--- config.mk ---
export PLATFORM = sky130hd
export DESIGN_NAME = dtmf_synth
export DESIGN_NICKNAME = d
export VERILOG_FILES = /design/src/rtl/dtmf_pkg.sv /design/src/rtl/dtmf_code_decode.sv /design/src/rtl/dtmf_sine_rom.sv /design/src/rtl/dtmf_synth.sv
export SDC_FILE = /design/constraint.sdc
export NUM_CORES = 1
export LEC_CHECK = 0
export BUFFER_PORTS_ARGS = -buffer_cell sky130_fd_sc_hd__buf_2
export CORE_ASPECT_RATIO = 1.2
export CORE_MARGIN = 5
export CORE_UTILIZATION = 70
export CTS_CLUSTER_DIAMETER = 80
export CTS_CLUSTER_SIZE = 12
export DETAILED_ROUTE_END_ITERATION = 10
export PLACE_DENSITY_LB_ADDON = 0.05
export SYNTH_ARGS = -nofsm -noshare
export SYNTH_HDL_FRONTEND = slang
export SYNTH_HIERARCHICAL = 1
export SYNTH_SLANG_ARGS = --single-unit
--- constraint.sdc ---
create_clock -name clk -period 17.4 [get_ports clk]
set_clock_uncertainty 0.2 [all_clocks]
set_input_delay 3.48 -clock clk [delete_from_list [all_inputs] [get_ports clk]]
set_output_delay 3.48 -clock clk [all_outputs]
set_load 0.01 [all_outputs]
--- src/rtl/dtmf_pkg.sv ---
package dtmf_pkg;

    typedef struct packed {
        logic       row_on;
        logic       col_on;
        logic [1:0] row_idx;
        logic [1:0] col_idx;
    } tone_sel_t;

    function automatic int unsigned row_hz(input int unsigned idx);
        case (idx)
            0:       return 697;
            1:       return 770;
            2:       return 852;
            default: return 941;
        endcase
    endfunction

    function automatic int unsigned col_hz(input int unsigned idx);
        case (idx)
            0:       return 1209;
            1:       return 1336;
            2:       return 1477;
            default: return 1633;
        endcase
    endfunction

    // Nearest integer phase increment for a tone at the frame rate clk_hz/div
    function automatic longint unsigned phase_step(input longint unsigned hz,
                                                   input longint unsigned div,
                                                   input longint unsigned clk_hz,
                                                   input int unsigned     pw);
        return (((hz * div) << pw) + clk_hz / 2) / clk_hz;
    endfunction

endpackage

--- src/rtl/dtmf_code_decode.sv ---
module dtmf_code_decode
    import dtmf_pkg::*;
(
    input  logic [4:0] code_i,
    output tone_sel_t  sel_o
);

    always_comb begin
        sel_o = '0;
        if (!code_i[4]) begin
            sel_o.row_on = 1'b1;
            sel_o.col_on = 1'b1;
            case (code_i[3:0])
                4'b0001: begin sel_o.row_idx = 2'd0; sel_o.col_idx = 2'd0; end
                4'b0010: begin sel_o.row_idx = 2'd0; sel_o.col_idx = 2'd1; end
                4'b0011: begin sel_o.row_idx = 2'd0; sel_o.col_idx = 2'd2; end
                4'b0100: begin sel_o.row_idx = 2'd1; sel_o.col_idx = 2'd0; end
                4'b0101: begin sel_o.row_idx = 2'd1; sel_o.col_idx = 2'd1; end
                4'b0110: begin sel_o.row_idx = 2'd1; sel_o.col_idx = 2'd2; end
                4'b0111: begin sel_o.row_idx = 2'd2; sel_o.col_idx = 2'd0; end
                4'b1000: begin sel_o.row_idx = 2'd2; sel_o.col_idx = 2'd1; end
                4'b1001: begin sel_o.row_idx = 2'd2; sel_o.col_idx = 2'd2; end
                4'b1010: begin sel_o.row_idx = 2'd3; sel_o.col_idx = 2'd1; end
                4'b1011: begin sel_o.row_idx = 2'd3; sel_o.col_idx = 2'd0; end
                4'b1100: begin sel_o.row_idx = 2'd3; sel_o.col_idx = 2'd2; end
                4'b1101: begin sel_o.row_idx = 2'd0; sel_o.col_idx = 2'd3; end
                4'b1110: begin sel_o.row_idx = 2'd1; sel_o.col_idx = 2'd3; end
                4'b1111: begin sel_o.row_idx = 2'd2; sel_o.col_idx = 2'd3; end
                default: begin sel_o.row_idx = 2'd3; sel_o.col_idx = 2'd3; end
            endcase
        end else if (!code_i[3]) begin
            // single-tone group: bit 2 picks column group, low bits the index
            sel_o.row_on  = !code_i[2];
            sel_o.col_on  = code_i[2];
            sel_o.row_idx = code_i[1:0];
            sel_o.col_idx = code_i[1:0];
        end
    end

endmodule

--- src/rtl/dtmf_sine_rom.sv ---
module dtmf_sine_rom #(
    parameter int unsigned QTR_BITS = 6,
    parameter int unsigned AMP      = 1023,
    parameter int unsigned VAL_W    = 11
) (
    input  logic [QTR_BITS+1:0]      phase_i,
    output logic signed [VAL_W-1:0]  value_o
);

    localparam int unsigned N      = 1 << QTR_BITS;
    localparam int unsigned ENT    = N + 1;
    localparam int unsigned ADDR_W = QTR_BITS + 1;

    function automatic logic [ENT*VAL_W-1:0] build_tab();
        logic [ENT*VAL_W-1:0] t;
        real                  r;
        t = '0;
        for (int i = 0; i < int'(ENT); i++) begin
            r = real'(AMP) * $sin(3.14159265358979 / 2.0 * real'(i) / real'(N));
            t[i*VAL_W +: VAL_W] = VAL_W'($rtoi(r + 0.5));
        end
        return t;
    endfunction

    localparam logic [ENT*VAL_W-1:0] TAB = build_tab();

    logic [1:0]          quad;
    logic [QTR_BITS-1:0] idx;
    logic [ADDR_W-1:0]   addr;
    logic [VAL_W-1:0]    mag;

    always_comb begin
        quad    = phase_i[QTR_BITS+1:QTR_BITS];
        idx     = phase_i[QTR_BITS-1:0];
        addr    = quad[0] ? (ADDR_W'(N) - {1'b0, idx}) : {1'b0, idx};
        mag     = TAB[int'(addr)*VAL_W +: VAL_W];
        value_o = quad[1] ? -$signed(mag) : $signed(mag);
    end

endmodule

--- src/rtl/dtmf_synth.sv ---
module dtmf_synth
    import dtmf_pkg::*;
#(
    parameter int unsigned SYS_CLK_HZ = 3579545,
    parameter int unsigned SAMPLE_DIV = 448,
    parameter int unsigned PHASE_W    = 24,
    parameter int unsigned QTR_BITS   = 6,
    parameter int unsigned SINE_AMP   = 1023,
    parameter int unsigned ROW_GAIN   = 901,
    parameter int unsigned COL_GAIN   = 1135,
    parameter int unsigned GAIN_SHIFT = 10,
    parameter int unsigned OUT_W      = 12
) (
    input  logic                    clk,
    input  logic                    rst_n,
    input  logic                    en_i,
    input  logic                    load_i,
    input  logic [4:0]              code_i,
    output logic signed [OUT_W-1:0] sample_o,
    output logic                    valid_o
);

    localparam int unsigned CNT_W    = $clog2(SAMPLE_DIV);
    localparam int unsigned SINE_W   = $clog2(SINE_AMP + 1) + 1;
    localparam int unsigned GAIN_W   = $clog2(COL_GAIN + 1) + 1;
    localparam int unsigned PROD_W   = SINE_W + GAIN_W;
    localparam int unsigned LUT_W    = QTR_BITS + 2;
    localparam logic [4:0]  CODE_OFF = 5'b11111;

    typedef struct packed {
        logic [CNT_W-1:0]        cnt;
        logic [4:0]              code;
        logic                    pend;
        logic [4:0]              pend_code;
        logic [PHASE_W-1:0]      acc_row;
        logic [PHASE_W-1:0]      acc_col;
        logic signed [OUT_W-1:0] row_val;
        logic signed [OUT_W-1:0] sample;
        logic                    valid;
    } state_t;

    state_t st_d, st_q;

    logic [PHASE_W-1:0] row_inc_tab [4];
    logic [PHASE_W-1:0] col_inc_tab [4];

    for (genvar g = 0; g < 4; g++) begin : g_inc
        localparam logic [PHASE_W-1:0] ROW_STEP =
            PHASE_W'(phase_step(row_hz(g), SAMPLE_DIV, SYS_CLK_HZ, PHASE_W));
        localparam logic [PHASE_W-1:0] COL_STEP =
            PHASE_W'(phase_step(col_hz(g), SAMPLE_DIV, SYS_CLK_HZ, PHASE_W));
        assign row_inc_tab[g] = ROW_STEP;
        assign col_inc_tab[g] = COL_STEP;
    end

    tone_sel_t sel;

    dtmf_code_decode u_dec (
        .code_i (st_q.code),
        .sel_o  (sel)
    );

    // one table, row looked up in frame slot 1, column in slot 2
    logic                     row_slot;
    logic [LUT_W-1:0]         lut_phase;
    logic signed [SINE_W-1:0] sine_val;

    assign row_slot  = (st_q.cnt == CNT_W'(1));
    assign lut_phase = row_slot ? st_q.acc_row[PHASE_W-1 -: LUT_W]
                                : st_q.acc_col[PHASE_W-1 -: LUT_W];

    dtmf_sine_rom #(
        .QTR_BITS (QTR_BITS),
        .AMP      (SINE_AMP),
        .VAL_W    (SINE_W)
    ) u_rom (
        .phase_i (lut_phase),
        .value_o (sine_val)
    );

    logic [GAIN_W-1:0]        gain;
    logic [PROD_W-1:0]        prod_raw;
    logic signed [PROD_W-1:0] prod_shr;
    logic signed [OUT_W-1:0]  scaled;

    always_comb begin
        if (row_slot) gain = sel.row_on ? GAIN_W'(ROW_GAIN) : '0;
        else          gain = sel.col_on ? GAIN_W'(COL_GAIN) : '0;
        prod_raw = {{GAIN_W{sine_val[SINE_W-1]}}, sine_val} * {{SINE_W{1'b0}}, gain};
        prod_shr = $signed(prod_raw) >>> GAIN_SHIFT;
        scaled   = prod_shr[OUT_W-1:0];
    end

    always_comb begin
        st_d       = st_q;
        st_d.valid = 1'b0;
        st_d.cnt   = (st_q.cnt == CNT_W'(SAMPLE_DIV - 1)) ? '0 : st_q.cnt + CNT_W'(1);

        if (st_q.cnt == '0) begin
            if (load_i || st_q.pend) begin
                st_d.code    = load_i ? code_i : st_q.pend_code;
                st_d.pend    = 1'b0;
                st_d.acc_row = '0;
                st_d.acc_col = '0;
            end
        end else if (load_i) begin
            st_d.pend      = 1'b1;
            st_d.pend_code = code_i;
        end

        if (row_slot) st_d.row_val = scaled;

        if (st_q.cnt == CNT_W'(2)) begin
            st_d.valid = 1'b1;
            if (en_i) begin
                st_d.sample  = st_q.row_val + scaled;
                st_d.acc_row = st_q.acc_row + row_inc_tab[sel.row_idx];
                st_d.acc_col = st_q.acc_col + col_inc_tab[sel.col_idx];
            end else begin
                st_d.sample  = '0;
                st_d.acc_row = '0;
                st_d.acc_col = '0;
            end
        end
    end

    always_ff @(posedge clk or negedge rst_n) begin
        if (!rst_n) begin
            st_q      <= '0;
            st_q.code <= CODE_OFF;
        end else begin
            st_q <= st_d;
        end
    end

    assign sample_o = st_q.sample;
    assign valid_o  = st_q.valid;

endmodule

==> Yosys cells after proc, flatten, opt, wreduce, memory -nomap -nowiden <==
Memories as Yosys holds them, arrays and structs flattened.
Cells that the tools add are included.
{ "totals": {"in_bits": 9, "word_cells": 63, "mem_bits_rw": 0, "output_inout_bits": 13, "memories": 1, "ff_bits": 93, "latchBits": 0, "mem_bits_ro": 64} }
{ "op_classes": {"div": 0, "n_addsub": 6, "multipliers": 2, "bitwise": 3, "reduce_logical": 10, "eq_ne": 4, "shift": 1, "mux": 25, "n_lt_le_gt_ge": 2} }
{ "mem_list": {"columns": ["name", "words", "width", "rd", "rd_clocked_by_memory_dff", "write_ports", "line_no", "text"], "rows": [
  ["(no name shown)", 16, 4, 1, 0, 0, "dtmf_code_decode.sv:13", "case (code_i[3:0])"]
]} }
{ "op_table": {"columns": ["operator", "n"], "rows": [
  ["$shiftx 715x12->11 const A", 1],
  ["$mux 48", 4],
  ["$bmux 24 s2", 2],
  ["$mux 24", 4],
  ["$add 24x24->24", 2],
  ["$mux 11", 3],
  ["$mul 11x12->22", 1],
  ["$mux 6", 3],
  ["$add 12x12->12", 1],
  ["$mux 12", 1],
  ["$mul 7x4->11 const B", 1],
  ["$neg 11->11", 1],
  ["$mux 10", 1],
  ["$add 9x1->9 const B", 1],
  ["$eq 9x1->1 const B", 1],
  ["$eq 9x2->1 const B", 1],
  ["$eq 9x9->1 const B", 1],
  ["$logic_not 9->1", 1],
  ["$mux 9", 1],
  ["$mux 8", 1],
  ["$reduce_and 2->1", 4],
  ["$mux 7", 1],
  ["$sub 7x6->7 const A", 1],
  ["$ge 3x3->1 const B", 2],
  ["8 further kinds", 13]
]} }

==> Logic depth before layout (Yosys ltp) <==
Gate-level depths: netlist of run 1.
{ "logic_depth": {"word_depth": 11, "ltp_mapped": 54} }

==> Hierarchy <==
Netlist of run 1, hierarchy kept.
{ "modules_own_cells": {"columns": ["mod", "n_inst", "area_per_inst_um2", "cells_each", "seq_area_each_um2"], "rows": [
  ["dtmf_synth", 1, 10005.8, 1125, 2333.5],
  ["dtmf_sine_rom", 1, 2098.3, 319, 0.0],
  ["dtmf_code_decode", 1, 234.0, 35, 0.0]
]} }

==> Worst setup path before layout of run 1 <==
Ideal clock, no wire load.
{ "synth_path": {"path_type": "register to register", "start": "register st_q[89] (netlist bit)", "end": "register st_q (netlist bit sample_o[11])", "t_arrival_ns": 11.202, "n_path_buf": 5, "path_stages_with_launch": 50, "setup_slack_ns": 5.929, "t_required_ns": 17.131, "path_cell_list": "dfrtp_1 > or4_1 > nor4_2 > buf_4 > and2_1 > buf_2 > buf_2 > nand2_1 > nand2_1 > clkbuf_1 > inv_1 > ha_1 > nand2_1 > o21ai_0 > inv_1 > ha_1 > clkbuf_1 > nor2_1 > [... 14 more ...] > fa_1 > inv_1 > fa_1 > inv_1 > ha_1 > a21oi_1 > o211ai_1 > o211a_1 > or4b_4 > a41oi_1 > xnor2_1 > ha_1 > or3_1 > o21ai_0 > a31oi_1 > xnor2_1 > a211o_1 > nand3_1"} }
{ "synth_between": {"elab_chain_cells": 11, "elab_cells_between_ends": 13, "classes_between": "3 x add/sub; 2 x mul; 2 x eq/ne; 1 x shift; 5 x mux"} }
{ "synth_lines": {"columns": ["element", "line_no", "text"], "rows": [
  ["start, declared", "dtmf_synth.sv:42", "state_t st_d, st_q;"],
  ["start signal, assigned", "dtmf_synth.sv:132", "st_q <= st_d;"],
  ["$eq 9x1->1 (*)", "dtmf_synth.sv:68", "assign row_slot = (st_q.cnt == CNT_W'(1));"],
  ["$mux 8 (*)", "dtmf_synth.sv:69", "assign lut_phase = row_slot ? st_q.acc_row[PHASE_W-1 -: LUT_W]"],
  ["named net lut_phase[0]", "dtmf_synth.sv:65", "logic [LUT_W-1:0] lut_phase;"],
  ["$sub 7x6->7", "dtmf_sine_rom.sv:35", "addr = quad[0] ? (ADDR_W'(N) - {1'b0, idx}) : {1'b0, idx};"],
  ["$mux 7 (*)", "dtmf_sine_rom.sv:35", null],
  ["$mul 7x4->11 (*)", "dtmf_sine_rom.sv:36", "mag = TAB[int'(addr)*VAL_W +: VAL_W];"],
  ["$shiftx 715x12->11 (*)", "dtmf_sine_rom.sv:36", null],
  ["$neg 11->11", "dtmf_sine_rom.sv:37", "value_o = quad[1] ? -$signed(mag) : $signed(mag);"],
  ["$mux 11 (*)", "dtmf_sine_rom.sv:37", null],
  ["named net sine_val[10]", "dtmf_synth.sv:66", "logic signed [SINE_W-1:0] sine_val;"],
  ["$mul 11x12->22 (*)", "dtmf_synth.sv:89", "prod_raw = {{GAIN_W{sine_val[SINE_W-1]}}, sine_val} * {{SINE_W{1'b0}}, gain};"],
  ["named net prod_raw[19]", "dtmf_synth.sv:82", "logic [PROD_W-1:0] prod_raw;"],
  ["$add 12x12->12 (*)", "dtmf_synth.sv:116", "st_d.sample = st_q.row_val + scaled;"],
  ["$mux 12 (*)", "dtmf_synth.sv:115", "if (en_i) begin"]
]} }
Mark *: on every way through the listed nets, which the timed path passes. The rest lies on a longest branch.
A chain may end at the register's enable or synchronous reset.

==> Worst setup path after layout of run 1 <==
{ "layout_path": {"start": "register st_q[89] (netlist bit)", "end": "register st_q (netlist bit sample_o[10])"} }
Same word-level chain as after synthesis.

==> results of run 1 <==
==> through the flow <==
| step | util | total power [W] |
|---|---|---|
| after global routing | 0.730 | 0.00266 |
| after global placement | 0.712 | 0.00210 |
| after detailed placement | 0.712 | 0.00215 |
| after CTS | 0.730 | 0.00239 |
| after floorplan | - | 0.00174 |
| final | 0.730 | 0.00238 |
==> worst max-delay path, delay by kind of cell (launching register included) <==
kind	cells	cell delay, ns
AO/OA/AOI/OAI	11	2.55
XOR/XNOR	2	0.61
adder cells (fa/ha/maj)	11	4.07
buffers and inverters	9	1.01
flip-flops	1	0.43
AND/OR/NAND/NOR	16	4.15
==> cell type report <==
class / count / area, um2
well taps: 220 / 275
inverters: 151 / 567
clock inverters: 7 / 86.3
flip-flops and latches: 93 / 2330
fillers: 1407 / 4710
repair buffers: 35 / 213
clock buffers: 9 / 225
multi-input cells: 1152 / 9030
==> registers in the layout, summed over array words and instances (netlist names) <==
signal,flops
sample_o,12
st_q,80
valid_o,1
==> synthesized netlist by cell type (15+ instances only) <==
library cell / n / area [um2]
and2_1: 21 / 131
o31ai_1: 17 / 128
nand2_1: 162 / 608
fa_1: 65 / 1300
dfrtp_1: 88 / 2200
clkbuf_1: 41 / 154
inv_1: 142 / 533
a211oi_1: 16 / 120
nand2b_1: 17 / 106
a21oi_1: 80 / 400
a21o_1: 44 / 330
o21ai_0: 71 / 355
nor2_1: 73 / 274
ha_1: 155 / 1940
xnor2_1: 43 / 377
and3_1: 15 / 93.8
buf_4: 18 / 135
o21ai_1: 31 / 155
nor2b_1: 19 / 119
nand3_1: 31 / 155
buf_2: 20 / 100
xor2_1: 27 / 236
nor3_1: 25 / 125
==> path summary, 6_finish.rpt <==
kind / startpoint / end / slack (ns) / cells after the start
setup / recovery: st_q[89]$_DFF_PN0_ / sample_o[10]$_DFFE_PN0P_ / 4.25 / 49
hold / removal: st_q[72]$_DFFE_PN0P_ / st_q[72]$_DFFE_PN0P_ / 0.27 / 1
setup reg to reg: st_q[89]$_DFF_PN0_ / sample_o[10]$_DFFE_PN0P_ / 4.25 / 49
hold reg to reg: st_q[72]$_DFFE_PN0P_ / st_q[72]$_DFFE_PN0P_ / 0.27 / 1
max in group asynchronous: rst_n / sample_o[9]$_DFFE_PN0P_ / 12.95 / 2
min in group asynchronous: rst_n / st_q[27]$_DFFE_PN0P_ / 2.78 / 1
==> metal layers <==
layer	wire, um	track usage	up-vias	share of wire
met3	1380	0.0275	73	0.047
met5	0	0	-	0
li1	-	-	5126	-
met1	12700	0.378	5028	0.43
met4	911	0.107	0	0.031
met2	14600	0.502	358	0.49
==> cell families after synthesis <==
family / share of synthesized area
AND/OR/NAND/NOR: 0.171
other: 0.000304
AO/OA/AOI/OAI: 0.226
multiplexers: 0.0183
flip-flops: 0.189
adder cells (fa/ha/maj): 0.263
buffers and inverters: 0.0799
XOR/XNOR: 0.0532
==> where the power goes <==
part | internal (W) | leakage (nW) | total [W] | switching (W)
clock network | 0.000115 | 0.150 | 0.000209 | 0.0000942
logic | 0.000796 | 5.01 | 0.00193 | 0.00113
registers | 0.000231 | 1.20 | 0.000243 | 0.0000122
total | 0.00114 | 6.36 | 0.00238 | 0.00124
==> impl_results.md, run 1 <==
* Register area share after synthesis at 0.189
* Finished Layout Cells at 1,667
* Layout area overhead at 3.20%
* Leak Pwr at 6.36 nW
* Design area at 12,700 um2
* Max FO, Critical Path at 19
* Fin worst setup slack at 4.25 ns
* Via/cell ratio at 6.35
* N_diodes at 0
* Row count at 53
* VDD IR max at 0.000230 V
* Max capacitance violation total at 0
* Root Driver: clkbuf_16
* I/O Buffers at 21
* Commonest non-fill, non-tap cell in the layout: nand2_1
* Max-slew headroom at 0.332
* First-pass GRT wire length at 50,000 um
* Yosys reg bits at 93
* Fmax at 76.0 MHz
* Final hold vios at 0
* Io pins at 22
* Worst-margin pin slew at 1.00 ns
* Vias in the first global route at 10,438
* Placed Instances at 1,651
* Die height at 155 um
* Critical path's slowest cell: nor4_2
* Post-cts resize count at 0
* Max-slew violation count at 0
* Avg WL per Cell at 17.7 um
* Max incr delay on CP at 0.75 ns
* Startpoint types: flip-flop
* Vias at 10,585
* Number of violations reported at the end of detailed-routing iteration 0 at 854
* Drt pass-1 iters at 5
* Synthesized netlist cell count at 1,479
* CTS Buffer Depth at 2
* Yosys cell types at 95
* Final min period at 13.15 ns
* Number of synthesized flops with an enable pin at 0
* Core Area at 17,400 um2
* Ys flop type: dfrtp_1
* Dpl ws at 4.49 ns
* Critical Path Sink Type: flip-flop
* CTS Hold Bufs at 0
* Yosys warnings at 6
* Fin Hold WS at 0.273 ns
* Dpl hpwl at 22,500 um
* Commonest non-fill, non-tap cells in the layout: nand2_1 (162), ha_1 (155), inv_1 (142)
* Setup TNS Final at 0 ns
* CTS Buf Count at 9
* Status: complete, no violations
* Pwr per Cell Area at 187 nW/um2
* Share of flip-flops with an asynchronous set or reset at 1.00
* Crit path top cell by count: inv_1
* Antenna violations before repair at 0
* Mapped Nets at 1,708
* CP required at 17.44 ns
* Die area at 20,400 um2
* Clock latency on the worst-skew pair at 0.35 ns
* Initial Util at 0.707
* Final nets at 1,671
* Post-Route WL at 29,600 um
* Gr ovfl total at 0
* Htree depth at 3
* CTS tree: built
* Fin crit share at 0.756
* Gpl congestion at 0.973
* Die width at 131 um
* Maximum number of pins on one net before global-route repair at 80
* Hold Path Class: reg -> reg
* RSZ-0062 raised after global routing: false
* Residual DRC at 0
* Final setup viols at 0
* Setup Buffers After CTS at 0
* Synthesized area per cell at 8.34 um2
* DRT antenna net count at 0
* Share of cells above drive strength 1 at 0.0719
* Clock slew at reported path FFs at 0.08 ns
* Cell Area, Synth at 12,300 um2
* Placed Area at 12,400 um2
* Critical path type: reg -> reg
* CTS sink count at 93
* Worst Path Arrival at 13.19 ns
* Total GRT Usage at 0.290
(Power assumes the default switching activity.)
==> run 2, diff against run 1 <==
CORE_UTILIZATION = 66   (was 70)
clock period = 13.6 ns   (was 17.4 ns; I/O delays follow)
==> impl_results.md, run 2 (synthesis results as in run 1) <==
* Status: complete, no violations
* Hold Path Class: reg -> reg
* CTS tree: built
* Reg2reg setup slack at 0.95 ns (-3.30 ns)
* Pint at 0.00145 W (+27%)
* Hold Path Depth at 1 (unchanged)
* DRT antenna net count at 0 (unchanged)
* Total GRT Usage at 0.281 (-0.00839)
* Commonest non-fill, non-tap cells in the layout: nand2_1 (162), ha_1 (155), inv_1 (142)
* Io pins at 22 (unchanged)
* Gpl congestion at 0.958 (-1.6%)
* CTS Buf Count at 9 (unchanged)
* Final hold vios at 0 (unchanged)
* Fin util at 0.698 (-0.0319)
* Htree depth at 3 (unchanged)
* Final setup viols at 0 (unchanged)
* Max incr delay on CP at 0.54 ns (-0.21 ns)
* Via/cell ratio at 6.19 (-2.6%)
* Max capacitance violation total at 0 (unchanged)
* First-pass GRT wire length at 51,000 um (+2.1%)
* Max FO, Critical Path at 19 (unchanged)
* Hold path start: st_q[72]$_DFFE_PN0P_
* Root Driver: clkbuf_16
* Fin crit share at 0.930 (+0.174)
* Startpoint types: flip-flop
* Clock latency on the worst-skew pair at 0.35 ns (about the same)
* Number of flip-flops in the largest register at 80 (unchanged)
* Clk pwr share at 0.085 (-0.003)
* Max-slew violation count at 0 (unchanged)
* Critical path's slowest cell: or4_1
* Critical path type: reg -> reg
* Post-cts resize count at 0 (unchanged)
* Worst Hold Path EP: st_q[72]$_DFFE_PN0P_
* RSZ-0062 raised after global routing: false
* CTS Buffer Depth at 2 (unchanged)
* Leak Pwr at 6.37 nW (+0.16%)
* Final min period at 12.65 ns (-0.502 ns)
* Drt pass-1 iters at 5 (unchanged)
* Psw at 0.00161 W (+31%)
* Critical Path Sink Type: flip-flop
* Commonest non-fill, non-tap cell in the layout: nand2_1
* Worst Path Arrival at 12.70 ns (-0.49 ns)
* CTS Hold Bufs at 0 (unchanged)
* Clock slew at reported path FFs at 0.08 ns (about the same)
* Core Area at 18,300 um2 (+5.0%)
* Combinational power share at 0.813 (+0.003)
* R2r endpoint: sample_o[10]$_DFFE_PN0P_
* Switching Fraction at 0.527 (+0.00681)
* Maximum number of pins on one net before global-route repair at 53 (-34%)
* Share of cells above drive strength 1 at 0.0738 (+0.00192)
* Crit path top cell by count: inv_1
* CTS sink count at 93 (unchanged)
* Number of violations reported at the end of detailed-routing iteration 0 at 692 (-19%)
* Antenna violations before repair at 0 (unchanged)
* Gr ovfl total at 0 (unchanged)
* Vias in the first global route at 10,675 (+2.3%)
* Residual DRC at 0 (unchanged)
* Fmax at 79.0 MHz (+4.0%)
* Dpl hpwl at 22,600 um (+0.22%)
* Die height at 160 um (+2.8%)
* Row count at 54 (+1.9%)
* VDD IR max at 0.000280 V (+22%)
* N_diodes at 0 (unchanged)
* Pwr per Cell Area at 240 nW/um2 (+28%)
* Reg2reg start: st_q[89]$_DFF_PN0_
* FF-to-FF path depth at 48 (-2.0%)
* Final nets at 1,674 (+0.18%)
* Avg WL per Cell at 17.4 um (-2.1%)
* Layout area overhead at 3.62%
* Die area at 21,500 um2 (+5.6%)
* Most flop-heavy register: st_q
* Vias at 10,531 (-0.51%)
* Setup Buffers After CTS at 0 (unchanged)
* Max-slew headroom at 0.329 (-0.00290)
* Post-Route WL at 29,600 um (about the same)
* Worst-margin pin slew at 0.995 ns (-0.00617 ns)
* Setup TNS Final at 0 ns (unchanged)
* Die width at 135 um (+2.8%)
* Reg power frac at 0.102 (about the same)
* I/O Buffers at 21 (unchanged)
* CP required at 13.65 ns (-3.79 ns)
* Initial Util at 0.674 (-0.0336)
==> run 2: cell types whose count changed in the layout (fill, tap and decap cells not counted) <==
| cell | before | now |
|---|---|---|
| buf_4 | 15 | 18 |
| bufinv_16 | 1 | 0 |
| clkinv_8 | 0 | 1 |
| inv_6 | 2 | 1 |
| inv_8 | 2 | 3 |
==> run 2: layout make-up <==
cell class	count	area (um2)
clock inverters	7	75.1
clock buffers	9	225
multi-input cells	1152	9030
inverters	151	567
fillers	1559	5530
repair buffers	38	235
well taps	252	315
flip-flops and latches	93	2330
==> run 2: worst max-delay path by stage <==
stage / startpoint / end / cells past startpoint
after CTS: st_q[89]$_DFF_PN0_ / sample_o[10]$_DFFE_PN0P_ / 48
final: st_q[89]$_DFF_PN0_ / sample_o[10]$_DFFE_PN0P_ / 48
after global placement: st_q[89]$_DFF_PN0_ / sample_o[10]$_DFFE_PN0P_ / 48
after floorplan: st_q[89]$_DFF_PN0_ / sample_o[11]$_DFFE_PN0P_ / 49
after detailed placement: st_q[89]$_DFF_PN0_ / sample_o[10]$_DFFE_PN0P_ / 48
after global routing: st_q[89]$_DFF_PN0_ / sample_o[10]$_DFFE_PN0P_ / 49
==> run 2: stage by stage <==
stage	instances	cell area [um2]	setup WS [ns]	power [W]	hold WS, ns
2_1_floorplan	1479	12300	2.13	0.00223	0.231
4_1_cts	1702	12800	1.07	0.00306	0.269
3_3_place_gp	1686	12500	1.40	0.00271	0.256
3_5_place_dp	1686	12500	1.09	0.00278	0.257
6_report	1702	12800	0.948	0.00306	0.273
5_1_grt	1702	12800	0.0879	0.00342	0.291
==> run 2: power by group through the flow <==
stage	combinational, W	clock [W]	sequential [W]
6_report	0.00249	0.000260	0.000312
3_3_place_gp	0.00239	0	0.000315
2_1_floorplan	0.00192	0	0.000311
3_5_place_dp	0.00246	0	0.000316
4_1_cts	0.00249	0.000263	0.000311
5_1_grt	0.00283	0.000274	0.000314
==> run 2: metal layers <==
| metal | GRT usage | up-vias | wire length [um] |
|---|---|---|---|
| met4 | 0.104 | 0 | 926 |
| li1 | - | 5120 | - |
| met5 | 0 | - | 0 |
| met2 | 0.492 | 280 | 14700 |
| met3 | 0.0302 | 75 | 1200 |
| met1 | 0.358 | 5056 | 12700 |
==> run 2: critical path: cells and delay by family (launching register included) <==
family          cells  cell delay (ns)
fa+ha+maj          10             3.91
simple gates       13             3.09
compound gates     12             2.92
buf+inv            11             1.41
xor+xnor            2             0.61
flops               1             0.43
